==> src/rtl/rxh_pkg.sv <==
package rxh_pkg;
    typedef enum logic {
        S_VACANT = 1'b0,
        S_HELD   = 1'b1
    } rxh_state_e;

    localparam int unsigned ADDR_DATA      = 0;
    localparam int unsigned ADDR_FSTAT     = 1;
    localparam int unsigned RXLVL_LSB      = 16;
    localparam int unsigned TXLVL_LSB      = 0;
    localparam int unsigned LVL_REPORT_W   = 5;
    localparam int unsigned CTRL_RXRST_BIT = 0;
    localparam int unsigned CTRL_WM_LSB    = 1;
endpackage

==> src/rtl/rxh_fsm.sv <==
module rxh_fsm
    import rxh_pkg::*;
#(
    parameter int unsigned LVL_W = 6
) (
    input  logic             clk,
    input  logic             rst_n,
    input  logic             rx_valid,
    input  logic             rx_en,
    input  logic             drain_req,
    input  logic             flush,
    output logic             rx_ready,
    output logic             accept,
    output logic             full,
    output logic             empty,
    output logic             idle,
    output logic [LVL_W-1:0] level_q
);
    rxh_state_e state_q, state_d;
    logic       drain_ok;

    assign drain_ok = drain_req && rx_en && (level_q != '0);
    assign accept   = rx_valid && rx_ready;

    // state register
    always_ff @(posedge clk or negedge rst_n) begin
        if (!rst_n) state_q <= S_VACANT;
        else        state_q <= state_d;
    end

    // transitions T_ACCEPT, T_DRAIN, T_FLUSH
    always_comb begin
        state_d = state_q;
        if (flush) begin
            state_d = S_VACANT;
        end else begin
            unique case (state_q)
                S_VACANT: if (accept) state_d = S_HELD;
                S_HELD:   if (drain_ok && level_q == LVL_W'(1)) state_d = S_VACANT;
            endcase
        end
    end

    // outputs
    always_comb begin
        unique case (state_q)
            S_VACANT: begin rx_ready = rx_en; full = 1'b0; end
            S_HELD:   begin rx_ready = 1'b0;  full = 1'b1; end
        endcase
    end

    // level counter
    always_ff @(posedge clk or negedge rst_n) begin
        if (!rst_n)        level_q <= '0;
        else if (flush)    level_q <= '0;
        else if (accept)   level_q <= level_q + LVL_W'(1);
        else if (drain_ok) level_q <= level_q - LVL_W'(1);
    end

    assign empty = (level_q == '0);
    assign idle  = empty;
endmodule

==> src/rtl/rxh_store.sv <==
module rxh_store #(
    parameter int unsigned DATA_W = 8,
    parameter int unsigned WM_W   = 3,
    parameter int unsigned LVL_W  = 6
) (
    input  logic              clk,
    input  logic              rst_n,
    input  logic              accept,
    input  logic              flush,
    input  logic              ctrl_we,
    input  logic [WM_W-1:0]   wm_wdata,
    input  logic [DATA_W-1:0] rx_data,
    input  logic [LVL_W-1:0]  level_q,
    output logic [DATA_W-1:0] held_q,
    output logic              rx_wm_intr
);
    logic [WM_W-1:0]  wm_q;
    logic [LVL_W:0]   lvl_after;
    logic [LVL_W:0]   wm_ext;

    assign lvl_after = {1'b0, level_q} + (LVL_W+1)'(1);
    assign wm_ext    = (LVL_W+1)'(wm_q);

    always_ff @(posedge clk or negedge rst_n) begin
        if (!rst_n)      held_q <= '0;
        else if (accept) held_q <= rx_data;
    end

    always_ff @(posedge clk or negedge rst_n) begin
        if (!rst_n)       wm_q <= '0;
        else if (ctrl_we) wm_q <= wm_wdata;
    end

    always_ff @(posedge clk or negedge rst_n) begin
        if (!rst_n)                          rx_wm_intr <= 1'b0;
        else if (flush)                      rx_wm_intr <= 1'b0;
        else if (accept && lvl_after > wm_ext) rx_wm_intr <= 1'b1;
    end
endmodule

==> src/rtl/rxh_rdmux.sv <==
module rxh_rdmux
    import rxh_pkg::*;
#(
    parameter int unsigned ADDR_W = 3,
    parameter int unsigned DATA_W = 8,
    parameter int unsigned RD_W   = 32
) (
    input  logic [ADDR_W-1:0]       rd_addr,
    input  logic [DATA_W-1:0]       held,
    input  logic [LVL_REPORT_W-1:0] rx_lvl,
    input  logic [LVL_REPORT_W-1:0] tx_lvl,
    output logic [RD_W-1:0]         rd_data,
    output logic [RD_W-1:0]         fifo_status
);
    always_comb begin
        fifo_status = '0;
        fifo_status[RXLVL_LSB +: LVL_REPORT_W] = rx_lvl;
        fifo_status[TXLVL_LSB +: LVL_REPORT_W] = tx_lvl;
    end

    always_comb begin
        if (rd_addr == ADDR_W'(ADDR_DATA))
            rd_data = {{(RD_W-DATA_W){1'b0}}, held};
        else if (rd_addr == ADDR_W'(ADDR_FSTAT))
            rd_data = fifo_status;
        else
            rd_data = '0;
    end
endmodule

==> src/rtl/rxh_top.sv <==
module rxh_top
    import rxh_pkg::*;
#(
    parameter int unsigned DATA_W = 8,
    parameter int unsigned ADDR_W = 3,
    parameter int unsigned RD_W   = 32,
    parameter int unsigned LVL_W  = 6,
    parameter int unsigned WM_W   = 3,
    localparam int unsigned CTRL_W = CTRL_WM_LSB + WM_W
) (
    input  logic                    clk,
    input  logic                    rst_n,
    input  logic                    rx_valid,
    input  logic [DATA_W-1:0]       rx_data,
    output logic                    rx_ready,
    input  logic                    rx_en,
    input  logic                    rd_stb,
    input  logic [ADDR_W-1:0]       rd_addr,
    output logic [RD_W-1:0]         rd_data,
    input  logic                    fifo_ctrl_we,
    input  logic [CTRL_W-1:0]       fifo_ctrl_wdata,
    input  logic [LVL_REPORT_W-1:0] tx_level,
    output logic                    stat_full,
    output logic                    stat_empty,
    output logic                    stat_idle,
    output logic [RD_W-1:0]         fifo_status,
    output logic                    rx_wm_intr
);
    logic              drain_req;
    logic              flush;
    logic              accept;
    logic [LVL_W-1:0]  level_q;
    logic [DATA_W-1:0] held_q;

    assign drain_req = rd_stb && (rd_addr == ADDR_W'(ADDR_DATA));
    assign flush     = fifo_ctrl_we && fifo_ctrl_wdata[CTRL_RXRST_BIT];

    rxh_fsm #(.LVL_W(LVL_W)) u_fsm (
        .clk       (clk),
        .rst_n     (rst_n),
        .rx_valid  (rx_valid),
        .rx_en     (rx_en),
        .drain_req (drain_req),
        .flush     (flush),
        .rx_ready  (rx_ready),
        .accept    (accept),
        .full      (stat_full),
        .empty     (stat_empty),
        .idle      (stat_idle),
        .level_q   (level_q)
    );

    rxh_store #(.DATA_W(DATA_W), .WM_W(WM_W), .LVL_W(LVL_W)) u_store (
        .clk        (clk),
        .rst_n      (rst_n),
        .accept     (accept),
        .flush      (flush),
        .ctrl_we    (fifo_ctrl_we),
        .wm_wdata   (fifo_ctrl_wdata[CTRL_W-1:CTRL_WM_LSB]),
        .rx_data    (rx_data),
        .level_q    (level_q),
        .held_q     (held_q),
        .rx_wm_intr (rx_wm_intr)
    );

    rxh_rdmux #(.ADDR_W(ADDR_W), .DATA_W(DATA_W), .RD_W(RD_W)) u_rdmux (
        .rd_addr     (rd_addr),
        .held        (held_q),
        .rx_lvl      (level_q[LVL_REPORT_W-1:0]),
        .tx_lvl      (tx_level),
        .rd_data     (rd_data),
        .fifo_status (fifo_status)
    );
endmodule

==> config.mk <==
export PLATFORM = sky130hd
export DESIGN_NAME = rxh_top
export DESIGN_NICKNAME = d
export VERILOG_FILES = /design/src/rtl/rxh_pkg.sv /design/src/rtl/rxh_fsm.sv /design/src/rtl/rxh_store.sv /design/src/rtl/rxh_rdmux.sv /design/src/rtl/rxh_top.sv
export SDC_FILE = /design/constraint.sdc
export NUM_CORES = 1
export LEC_CHECK = 0
export BUFFER_PORTS_ARGS = -buffer_cell sky130_fd_sc_hd__buf_2
export CORE_MARGIN = 3
export CORE_UTILIZATION = 48
export CTS_CLUSTER_DIAMETER = 60
export DETAILED_ROUTE_END_ITERATION = 12
export PLACE_DENSITY_LB_ADDON = 0.1
export SYNTH_ARGS = -nofsm -noshare
export SYNTH_HDL_FRONTEND = slang
export SYNTH_SLANG_ARGS = --single-unit
==> constraint.sdc <==
create_clock -name clk -period 5.4 [get_ports clk]
set_clock_uncertainty 0.15 [all_clocks]
set_input_delay 1.62 -clock clk [delete_from_list [all_inputs] [get_ports clk]]
set_output_delay 1.62 -clock clk [all_outputs]
set_load 0.02 [all_outputs]
==> results by group <==
Layout
  – Sequential cell area: 475 sq um
  – Commonest non-fill, non-tap cell in the layout: buf_2
  – Fillers: 306
  – Nets: 265
  – Synthesis-to-layout area growth: 4.39%
  – # diodes: 0
  – Area of the multi-input gates: 883 sq um
  – Commonest non-fill, non-tap cells in the layout: buf_2, conb_1, nand2_1
  – Layout cells sized above 1: 29.0%

Timing
  – Slew headroom: 49.6%
  – Fmax: 221 MHz
  – Setup repair after global routing missed its margin: false
  – Least-Margin Pin Slew: 0.750 ns
  – Final hold violation count: 0
  – Min Tclk post-route: 4.53 ns
  – Final critical-path share of the clock period: 83.9%
  – Setup TNS: 0 ns
  – Endpoints failing setup: 0
  – Final Max Slew Viols: 0

Critical path
  – CP top delay family: simple AND/OR/NAND/NOR gates
  – Required @ worst endpoint: 3.63 ns
  – Max incr delay on CP: 0.63 ns
  – Critical Path Start Type: primary input
  – FF-to-FF setup slack: 3.25 ns
  – Critical path origin: rd_addr[1]
  – Crit-path cells: buf_2 > nor3_1 > a22o_1 > buf_2
  – CP max FO: 8
  – Crit Path Class: primary input to output pin
  – Worst Path Buf+Inv: 2
  – CP most frequent cell: buf_2
  – CP max-delay cell: nor3_1
  – Worst EP arrival: 2.76 ns
  – FF-to-FF Start: u_fsm.level_q[0]$_DFFE_PN0P_
  – CP Capture Type: output pin

Clock network
  – Post-CTS Setup Inserts: 0
  – CTS tree: done
  – Post-CTS sizing: 0
  – Number of buffers inserted by hold repair at cts: 0
  – Clk Latency, worst-skew pair: 0.30 ns
  – CTS H-tree depth: 1
  – Clock Pin Slew Worst Setup and Hold Paths: 0.11 ns
  – Clock Sinks: 19
  – Longest Clk Path Bufs: 2
  – Cts bufs inserted: 3
  – Clock root buffer: clkbuf_4

Detailed routing
  – DRT antenna net count: 0
  – Drt first-iter violations: 36
  – Routed WL per cell: 11.4 um
  – DRT Wirelength: 3120 um
  – 1st-pass router iterations: 4
  – DR DRC count: 0
  – DR vias/cell: 4.66
  – Via count: 1,281

Global route
  – Total track usage: 14.5%
  – Grt met3 use: 2.43%
  – Global route hottest layer: met2
  – GR Util met2: 25.5%
  – Number of global-route vias before repair: 1,106
  – Initial antenna violation count: 0
  – First-pass GRT wire length: 4930 um
  – Global route overflow: 0
  – Met1 GRT Util: 18.6%
  – Largest net degree at the start of global routing: 20

Placed design
  – Port bufs: 53
  – HPWL after detailed placement: 2500 um
  – Routability Congestion: 0.774

Power and ir drop
  – Pwr Total: 0.498 mW
  – PD cells: 289 nW/um^2
  – Peak supply drop: 0.135 mV
  – Leakage power: 0.966 nW

Yosys
  – YS warnings: 0
  – Post-Syn Instances: 192
  – Seq/Total Area, Yosys: 28.8%
  – Yosys reg bits: 19
  – Synth cell types: 35
  – Avg Inst Size Synth: 8.61 sq um
  – Synthesized cell area: 1650 sq um

Floorplanning
  – Die ar.: 4180 sq um
  – Core footprint: 3180 sq um
  – I/O Pins: 95
  – Die H: 64.7 um
  – Initial Utilization: 52.0%
  – Row count: 20
  – Die width: 64.7 um

Run
  – Max_cap viols: 0

Hold path
  – Hold Path Class: flip-flop to flip-flop
  – HP Start: u_store.held_q[6]$_DFFE_PN0P_

Status
  – Status: complete, no violations
==> logic make-up after synthesis <==
| logic type | Yosys count | share of synthesized area (%) |
|---|---|---|
| xor gates and xnor gates | 1 | 0.530 |
| other | 1 | 0.227 |
| muxes | 6 | 3.79 |
| DFF | 19 | 28.8 |
| AOI/OAI and AO/OA | 25 | 12.6 |
| and+or+nand+nor | 70 | 22.0 |
| adders and majority gates | 7 | 5.30 |
| buffers and inverters | 63 | 26.9 |
==> path summary, 6_finish.rpt <==
check / endpoint / cells past startpoint
max reg2reg: u_store.rx_wm_intr$_DFFE_PN0P_ / 7
min reg2reg: u_store.held_q[6]$_DFFE_PN0P_ / 2
max: rd_data[3] / 4
max in group asynchronous: u_store.wm_q[1]$_DFFE_PN0P_ / 1
min in group asynchronous: u_fsm.level_q[3]$_DFFE_PN0P_ / 1
min: u_store.held_q[6]$_DFFE_PN0P_ / 2
==> stage by stage <==
step           cell area [sq um]  setup slack (ns)  hold WS (ns)  std cells  utilization (%)
4_1_cts                     1730             0.868         0.339        275             54.3
6_report                    1730             0.867         0.334        275             54.3
3_5_place_dp                1700             0.867         0.310        271             53.4
2_1_floorplan               1800              1.24         0.287        232                -
3_3_place_gp                1700             0.934         0.311        271             53.4
5_1_grt                     1730             0.748         0.374        275             54.3
==> sequential cells by signal (all words and copies together), names as in the netlist <==
register / cells
u_store.held_q: 8
u_fsm.level_q: 6
u_store.wm_q: 3
u_fsm.state_q: 1
u_store.rx_wm_intr: 1
==> worst min-delay path, stage by stage (launching register included) <==
cell,delay (ns)
dfrtp_1,0.35
nand2_1,0.05
nand2_1,0.06
==> Yosys cell counts, drive strengths merged <==
cell type	n	area, sq um
a22o	5	43.8
o21a	6	45.0
nand2	33	124
o21ai	5	25.0
inv	5	18.8
nor3	8	40.0
xor2	1	8.76
nor2b	2	12.5
a21oi	1	5.00
mux2	2	22.5
mux2i	4	40.0
nor4	2	27.5
o221a	1	11.3
a211oi	2	27.5
conb	1	3.75
or3	1	11.3
and3b	1	8.76
buf	55	414
nand3	4	20.0
o32ai	1	16.3
nor2	4	15.0
clkbuf	3	11.3
nand2b	2	12.5
ha	7	87.6
nor3b	1	12.5
and2	11	71.3
nand3b	1	7.51
a2111oi	1	15.0
a31oi	3	18.8
dfrtp	19	475
==> final cells by class <==
cell class | count | share of cell area, %
clock buffers | 3 | 1.31
clock inverters | 1 | 0.290
inverters | 5 | 1.09
multi-input cells | 150 | 51.2
flip-flops and latches | 19 | 27.6
well taps | 44 | 3.19
repair buffers | 53 | 15.4
==> per-layer routing <==
layer	routed length [um]	vias to the layer above
met2	1450	69
met1	1360	589
li1	-	621
met5	0	-
met4	9	0
met3	310	2
==> power breakdown <==
part	leakage [nW]	total (mW)	switching, mW	internal (mW)
clock	0.0177	0.0719	0.0444	0.0276
sequential	0.242	0.197	0.0289	0.168
combinational	0.706	0.229	0.143	0.0858
total	0.966	0.498	0.217	0.282
(Power assumes the default switching activity.)
